## src/rtl/fpc_pkg.sv

```systemverilog
package fpc_pkg;
  localparam int MASK_W = 9;
  localparam int KIND_N = 6;

  // Mask bit positions
  localparam int MB_POS  = 0;
  localparam int MB_NEG  = 1;
  localparam int MB_KIND = 2;  // kinds occupy MB_KIND .. MB_KIND+KIND_N-1
  localparam int MB_NAT  = 8;

  // Kind indices (offset from MB_KIND)
  localparam int K_ZERO  = 0;
  localparam int K_UNORM = 1;
  localparam int K_NORM  = 2;
  localparam int K_INF   = 3;
  localparam int K_SNAN  = 4;
  localparam int K_QNAN  = 5;

  typedef struct packed {
    logic              nat;
    logic              neg;
    logic [KIND_N-1:0] kind;
  } fpc_class_t;

  function automatic logic sign_selected(input logic neg, input logic [MASK_W-1:0] m);
    return neg ? m[MB_NEG] : m[MB_POS];
  endfunction
endpackage

```

## src/rtl/fpc_decode.sv

```systemverilog
module fpc_decode #(
  parameter int EXP_W  = 11,
  parameter int FRAC_W = 52
) (
  input  logic                    nat,
  input  logic [EXP_W+FRAC_W:0]   operand,
  output fpc_pkg::fpc_class_t     cls
);
  import fpc_pkg::*;

  logic [EXP_W-1:0]  exp_f;
  logic [FRAC_W-1:0] frac_f;
  logic exp_max, exp_min, frac_nz, quiet_bit;

  assign exp_f     = operand[EXP_W+FRAC_W-1:FRAC_W];
  assign frac_f    = operand[FRAC_W-1:0];
  assign exp_max   = &exp_f;
  assign exp_min   = ~|exp_f;
  assign frac_nz   = |frac_f;
  assign quiet_bit = frac_f[FRAC_W-1];

  always_comb begin
    cls      = '0;
    cls.nat  = nat;
    cls.neg  = operand[EXP_W+FRAC_W];
    cls.kind[K_ZERO]  = exp_min & ~frac_nz;
    cls.kind[K_UNORM] = exp_min &  frac_nz;
    cls.kind[K_NORM]  = ~exp_min & ~exp_max;
    cls.kind[K_INF]   = exp_max & ~frac_nz;
    cls.kind[K_SNAN]  = exp_max &  frac_nz & ~quiet_bit;
    cls.kind[K_QNAN]  = exp_max &  frac_nz &  quiet_bit;
  end
endmodule

```

## src/rtl/fpc_match.sv

```systemverilog
module fpc_match (
  input  fpc_pkg::fpc_class_t                cls,
  input  logic [fpc_pkg::MASK_W-1:0]         mask,
  output logic                               hit,
  output logic                               kind_hit,
  output logic                               is_nan
);
  import fpc_pkg::*;

  logic [KIND_N-1:0] sel;
  logic sign_ok;

  for (genvar k = 0; k < KIND_N; k++) begin : g_kind
    assign sel[k] = cls.kind[k] & mask[MB_KIND+k];
  end

  assign kind_hit = |sel;
  assign is_nan   = cls.kind[K_SNAN] | cls.kind[K_QNAN];
  assign sign_ok  = is_nan | sign_selected(cls.neg, mask);
  assign hit      = cls.nat ? mask[MB_NAT] : (kind_hit & sign_ok);
endmodule

```

## src/rtl/fp_class_tester.sv

```systemverilog
module fp_class_tester #(
  parameter int EXP_W  = 11,
  parameter int FRAC_W = 52
) (
  input  logic                          clk,
  input  logic                          rst_n,
  input  logic                          in_valid,
  input  logic                          in_qual,
  input  logic                          in_nat,
  input  logic [EXP_W+FRAC_W:0]         in_operand,
  input  logic [fpc_pkg::MASK_W-1:0]    in_mask,
  output logic                          out_valid,
  output logic                          out_hit,
  output logic                          out_miss
);
  import fpc_pkg::*;

  fpc_class_t cls;
  logic raw_hit, kind_hit, is_nan, load_en;

  fpc_decode #(.EXP_W(EXP_W), .FRAC_W(FRAC_W)) u_decode (
    .nat     (in_nat),
    .operand (in_operand),
    .cls     (cls)
  );

  fpc_match u_match (
    .cls      (cls),
    .mask     (in_mask),
    .hit      (raw_hit),
    .kind_hit (kind_hit),
    .is_nan   (is_nan)
  );

  assign load_en = in_valid & in_qual;

  always_ff @(posedge clk or negedge rst_n) begin
    if (!rst_n) begin
      out_valid <= 1'b0;
      out_hit   <= 1'b0;
      out_miss  <= 1'b1;
    end else begin
      out_valid <= in_valid;
      if (load_en) begin
        out_hit  <= raw_hit;
        out_miss <= ~raw_hit;
      end
    end
  end
endmodule

```

## config.mk

```make
export PLATFORM = sky130hd
export DESIGN_NAME = fp_class_tester
export DESIGN_NICKNAME = d
export VERILOG_FILES = /design/src/rtl/fpc_pkg.sv /design/src/rtl/fpc_decode.sv /design/src/rtl/fpc_match.sv /design/src/rtl/fp_class_tester.sv
export SDC_FILE = /design/constraint.sdc
export NUM_CORES = 1
export LEC_CHECK = 0
export CAP_MARGIN = 10
export CORE_ASPECT_RATIO = 1.1
export CORE_MARGIN = 2
export CORE_UTILIZATION = 16
export DETAILED_ROUTE_END_ITERATION = 10
export PLACE_DENSITY_LB_ADDON = 0.12
export RECOVER_POWER = 50
export SETUP_SLACK_MARGIN = 0.02
export SLEW_MARGIN = 5
export SYNTH_ARGS = -nofsm -noshare
export SYNTH_HDL_FRONTEND = slang
export SYNTH_SLANG_ARGS = --single-unit
```

## constraint.sdc

```tcl
create_clock -name clk -period 0.8 [get_ports clk]
set_input_delay 0.16 -clock clk [delete_from_list [all_inputs] [get_ports clk]]
set_output_delay 0.16 -clock clk [all_outputs]
set_load 0.1 [all_outputs]
```

# ---- Word level (Yosys, flattened, before mapping)
# Cells that the tools add are included.
dict set report totals {
  out_inout_bits 3
  ff_bits 3
}
dict set report op_classes {
  n_reduce_logical 5
  muxes 2
  bitwise_logic 21
}
# operator count
set ops {}
lappend ops {{$reduce_or A52 Y1} 1}
lappend ops {{$and A1 B1 Y1} 15}
lappend ops {{$reduce_and A11 Y1} 1}
lappend ops {{$reduce_or A11 Y1} 1}
lappend ops {{$reduce_or A6 Y1} 1}
lappend ops {{$not A1 Y1} 4}
lappend ops {{$mux W1} 2}
lappend ops {{$or A1 B1 Y1} 2}
lappend ops {{$logic_not A1 Y1} 1}

# ---- Depth between registers and ports, before layout
# Gate-level depths: netlist of the first run.
dict set report logic_depth {
  word_depth 8
  mapped_depth 6
  depth_no_buf 6
}

# ---- Modules after synthesis
# Synthesis of the first run repeated with hierarchy kept, for this count alone.
dict set report unflattened {
  hier_cells 51
  area_unflattened_um2 425.4
}
# module cells_each n_inst area_per_inst_um2
set modules_own_cells {}
lappend modules_own_cells {fpc_decode 34 1 239.0}
lappend modules_own_cells {fp_class_tester 7 1 111.4}
lappend modules_own_cells {fpc_match 10 1 75.1}

# ---- Least setup slack after synthesis of the first run
# No wires, ideal clock.
dict set report synth_timing {
  kind {input to register}
  startpoint {in in_operand[21]}
  endpoint {reg out_hit}
  n_path_buf 0
  arrival_time_ns 1.547
  path_slack_ns -0.814
  t_required_ns 0.733
  cell_stages 6
  cell_sequence {nor4_2 > nand4_1 > or4_4 > or2_0 > o2111ai_1 > and3_1}
}
dict set report synth_via {
  elab_chain_cells 7
  word_cells_on_any_way 18
  classes_between {mux: 1; bitwise: 15; reduce/logical: 2}
}
# element line_no
set synth_rtl {}
lappend synth_rtl {{start, declared} fp_class_tester.sv:10} ;# input logic [EXP_W+FRAC_W:0] in_operand,
lappend synth_rtl {{$reduce_or A52 Y1 (*)} fpc_decode.sv:19} ;# assign frac_nz = |frac_f;
lappend synth_rtl {{$and A1 B1 Y1 / $not A1 Y1 (equally long branches)} n/a}
lappend synth_rtl {{$and A1 B1 Y1 (on tied branches)} n/a}
lappend synth_rtl {{$and A1 B1 Y1 / $or A1 B1 Y1 (equally long branches)} {fpc_match.sv:14, fpc_match.sv:18}}
lappend synth_rtl {{$reduce_or A6 Y1 / $or A1 B1 Y1 (equally long branches)} {fpc_match.sv:17, fpc_match.sv:19}}
lappend synth_rtl {{$and A1 B1 Y1 (*)} fpc_match.sv:20} ;# assign hit = cls.nat ? mask[MB_NAT] : (kind_hit & sign_ok);
lappend synth_rtl {{$mux W1 (*)} fpc_match.sv:20}
lappend synth_rtl {{end signal, assigned} fp_class_tester.sv:45} ;# out_hit <= raw_hit;
lappend synth_rtl {{end, declared} fp_class_tester.sv:13} ;# output logic out_hit,
# Every way passes the cells marked *; elsewhere a longest branch is shown, timed or not.
# A chain may end at the register's enable or synchronous reset.

# ---- Worst setup path in the final report of the first run
dict set report layout_timing {
  startpoint {in in_operand[30]}
  endpoint {reg out_hit}
}
# The elaborated chain is that of the path after synthesis.

==> results of run 1 <==
flip-flops by register name (all words and copies together), names as in the netlist:
register and cells:
out_hit 1, out_miss 1, out_valid 1
metal layers:
metal  up-vias  global-route usage
li1        378                   -
met1       334               0.132
met2        50               0.294
met3         0              0.0511
met4         0              0.0721
met5         -                   0
power by group through the flow:
stage               logic (mW)  clock network [mW]  registers, mW
floorplan               0.0608                   0          0.339
global placement         0.695                   0          0.206
detailed placement       0.705                   0          0.207
CTS                      0.643               0.279          0.205
global route             0.691               0.299          0.208
finish                   0.657               0.262          0.205
cell usage after synthesis:
| cell | count | area (sq um) |
|---|---|---|
| sky130_fd_sc_hd__o21a_1 | 1 | 7.51 |
| sky130_fd_sc_hd__o2111ai_1 | 2 | 17.5 |
| sky130_fd_sc_hd__a21oi_1 | 1 | 5.00 |
| sky130_fd_sc_hd__dfstp_2 | 1 | 26.3 |
| sky130_fd_sc_hd__nand2b_1 | 1 | 6.26 |
| sky130_fd_sc_hd__or2_0 | 1 | 6.26 |
| sky130_fd_sc_hd__nor3_1 | 2 | 10.0 |
| sky130_fd_sc_hd__nand4_1 | 4 | 25.0 |
| sky130_fd_sc_hd__nor4_2 | 4 | 50.1 |
| sky130_fd_sc_hd__dfrtp_1 | 2 | 50.1 |
| sky130_fd_sc_hd__nand3_1 | 5 | 25.0 |
| sky130_fd_sc_hd__nand2_1 | 6 | 22.5 |
| sky130_fd_sc_hd__nor4_1 | 11 | 68.8 |
| sky130_fd_sc_hd__mux2i_1 | 2 | 20.0 |
| sky130_fd_sc_hd__or4_4 | 1 | 11.3 |
| sky130_fd_sc_hd__and3_1 | 1 | 6.26 |
| sky130_fd_sc_hd__mux2_2 | 2 | 22.5 |
metrics by stage:
stage | hold slack, ps | cell area, sq um | setup TNS, ps
floorplan | -136 | 397 | -1930
global placement | 351 | 1290 | -2820
detailed placement | 351 | 1290 | -2900
CTS | 103 | 1270 | -2380
global route | 181 | 1300 | -2510
finish | 180 | 1300 | -2280
area by class of cell:
cell class                      count  area (sq um)  share of cell area
Clock buffer                        4          26.3              0.0202
Multi-Input combinational cell     44           390               0.299
Sequential cell                     3          83.8              0.0643
Tap cell                           30          37.5              0.0288
Timing Repair Buffer               84           766               0.587
logic make-up (layout without fill, tap and decap cells):
group	after synthesis	count (layout)	share of synthesized area
compound gates	4	4	0.0790
buf+inv	0	88	0
flops	3	3	0.201
mux	4	4	0.112
simple gates	36	36	0.609
path summary, 6_finish.rpt:
kind	start	end
worst max-delay path	in_operand[30]	out_hit
worst min-delay path	rst_n	out_hit
worst max register to register	out_hit	out_hit
worst min register to register	out_miss	out_miss
max in group asynchronous	rst_n	out_miss
min in group clk	in_operand[47]	out_miss
cells in the final DEF (no fill, tap or decap), types with 2 or more instances in the layout:
master                            count
sky130_fd_sc_hd__nor4_2               9
sky130_fd_sc_hd__nor3_1               2
sky130_fd_sc_hd__clkbuf_2             3
sky130_fd_sc_hd__clkdlybuf4s50_1     24
sky130_fd_sc_hd__nor4_4               3
sky130_fd_sc_hd__buf_4                4
sky130_fd_sc_hd__buf_12               3
sky130_fd_sc_hd__clkbuf_4             3
sky130_fd_sc_hd__clkdlybuf4s15_1     19
sky130_fd_sc_hd__dlygate4sd2_1        7
sky130_fd_sc_hd__nand4_1              4
sky130_fd_sc_hd__buf_2               16
sky130_fd_sc_hd__mux2_2               2
sky130_fd_sc_hd__nor4_1               3
sky130_fd_sc_hd__nand2_1              6
sky130_fd_sc_hd__buf_6                7
sky130_fd_sc_hd__nand3_1              5
timing repair:
| action | CTS | global route |
|---|---|---|
| setup endpoints to repair | 5 | 5 |
| gates resized for setup | 131 | 16 |
| setup buffers | 0 | 0 |
| hold endpoints to repair | 0 | 0 |
| pin swaps | 20 | 10 |
==> metrics.md, run 1 <==
| Metric | Value |
|---|---|
| Outcome | `finished with violations` |
| Violated checks | `setup timing` |
| Post-layout utilization of the core | `0.579` |
| WL met2 | `1160 microns` |
| Synthesized area divided by synthesized cell count | `8.09 sq um` |
| Final Setup Violations | `5` |
| RSZ-0062 raised after global routing | `true` |
| CP Depth | `7` |
| Post-synthesis instance total | `between 40 and 50` |
| Initial antenna violation count | `0` |
| Number of H-tree branching levels | `1` |
| Part of the total power dissipated in the clock network | `0.233` |
| DRT met1 WL | `a little over 600 microns` |
| Max transition margin | `0.822` |
| Clock tree from TritonCTS | `yes` |
| Critical Path Fanout Max | `4` |
| Worst Tran Pin Value | `264 ps` |
| Leakage | `approximately 0.5 nW` |
| Design internal power | `0.751 mW` |
| Unique masters post-synth | `17` |
| Share of post-route cells with drive strength above 1 | `0.407` |
| Final min period | `1580 ps` |
| Worst slack at placement | `-1380 ps` |
| Iteration count of the initial detailed-routing pass | `4` |
| DRC marker count from the first detailed-route iteration | `4` |
| Number of nets at the end of the flow | `about 210` |
| Data arrival at the endpoint of the critical path | `1700 ps` |
| Highest Clock Rate | `631 MHz` |
| Net Sw Power | `0.373 mW` |
| Quantity of I/O buffers inserted on ports | `80` |
| IO Count | `81` |
| Crit-path slowest cell | `sky130_fd_sc_hd__or4_4` |
| TritonCTS sink count | `3` |
| Synthesized Nets | `125` |
| Starting density of the core | `0.169` |
| Total design power | `1.12 mW` |
| Class of the tightest hold or removal check | `in -> async` |
| Hold-fix buffers, CTS | `0` |
| CTS root buf | `sky130_fd_sc_hd__clkbuf_4` |
| Cell area after synthesis | `380 sq um` |
| Worst clock skew | `0 ps` |
| Final clock period utilization by the worst path | `1.98` |
| HPWL after detailed placement | `between 1500 and 2000 microns` |
| Startpoint types | `input port` |
| Seq/Total Area, Yosys | `0.201` |
| Peak supply drop | `0.781 mV` |
| Combinational share of power | `0.584` |
| Overall track demand over capacity in global routing | `0.146` |
| Largest net degree at the start of global routing | `5` |
| Final global-route overflow total | `0` |
| Die height | `55.1 microns` |
| Gate family responsible for the most delay along the worst path | `simple AND/OR/NAND/NOR gates` |
| Area added between synthesis and finish | `243%` |
| Antenna diodes | `0` |
| Overall die area | `2780 sq um` |
| Final Worst Setup Slack | `-784 ps` |
| Critical Path, Cell by Cell | `buf_2, nor4_2, nand3_1, or4_4, mux2i_2, o2111ai_2, and3_1` |
| Via count of the first global-routing pass | `799` |
| Global placer's final weighted congestion | `approximately 0.67` |
| Number of buffers added by the clock tree synthesis step | `3` |
| DIE WIDTH | `around 50 microns` |
| CTS clk-pin slew, worst paths | `40 ps` |
| First-pass GRT wire length | `3030 microns` |
| Placed cell count | `between 150 and 200` |
| Number of buffers and inverters on the critical path | `1` |
| Via count | `762` |
| Crit path capture type | `flop` |
| Clock tree buffer depth | `2` |
| Number of remaining DRC errors | `0` |
| Source-to-sink clock delay at the later pin of the worst-skew pair | `230 ps` |
| Remaining antenna violation count | `0` |
| Number of max-cap violations | `0` |
| Detail-routed via count per cell | `4.62` |
| Critical path's largest stage delay | `580 ps` |
| R2r worst-path depth | `2` |
| Yosys warns | `0` |
| Detail-routed net length per standard cell | `about 12 microns` |
| Number of fill cells in the layout | `around 220` |
| Power Dens Cells | `862 nW/um^2` |
| Switching share of total power | `0.332` |
| Row count | `18` |
| Relative contribution of sequential cells to total power | `0.182` |
| Flop and latch count out of synthesis | `3` |
| Required time at the endpoint of the critical path | `~900 ps` |
| Non-filler instance count after layout | `165` |
| Category of the most critical setup path | `in -> reg` |
| Core area | `between 2000 and 2500 sq um` |
| Top sig layer | `met3` |
| Reg2Reg Setup Slack | `-30 ps` |
| Number of slew-limit violations in the final report | `0` |
| Hold violation total from the final report | `0` |
| Drt total wl | `~2000 microns` |
| Met3 WL post-DR | `226 microns` |
No activity file was read; power rests on OpenSTA's default activity.
==> run 2, diff against run 1 <==
Settings changed: ABC_CLOCK_PERIOD_IN_PS set to 800, SLEW_MARGIN 5 to unset.
==> results of run 2 <==
Final layout, timing and power as in run 1 (identical DEF).
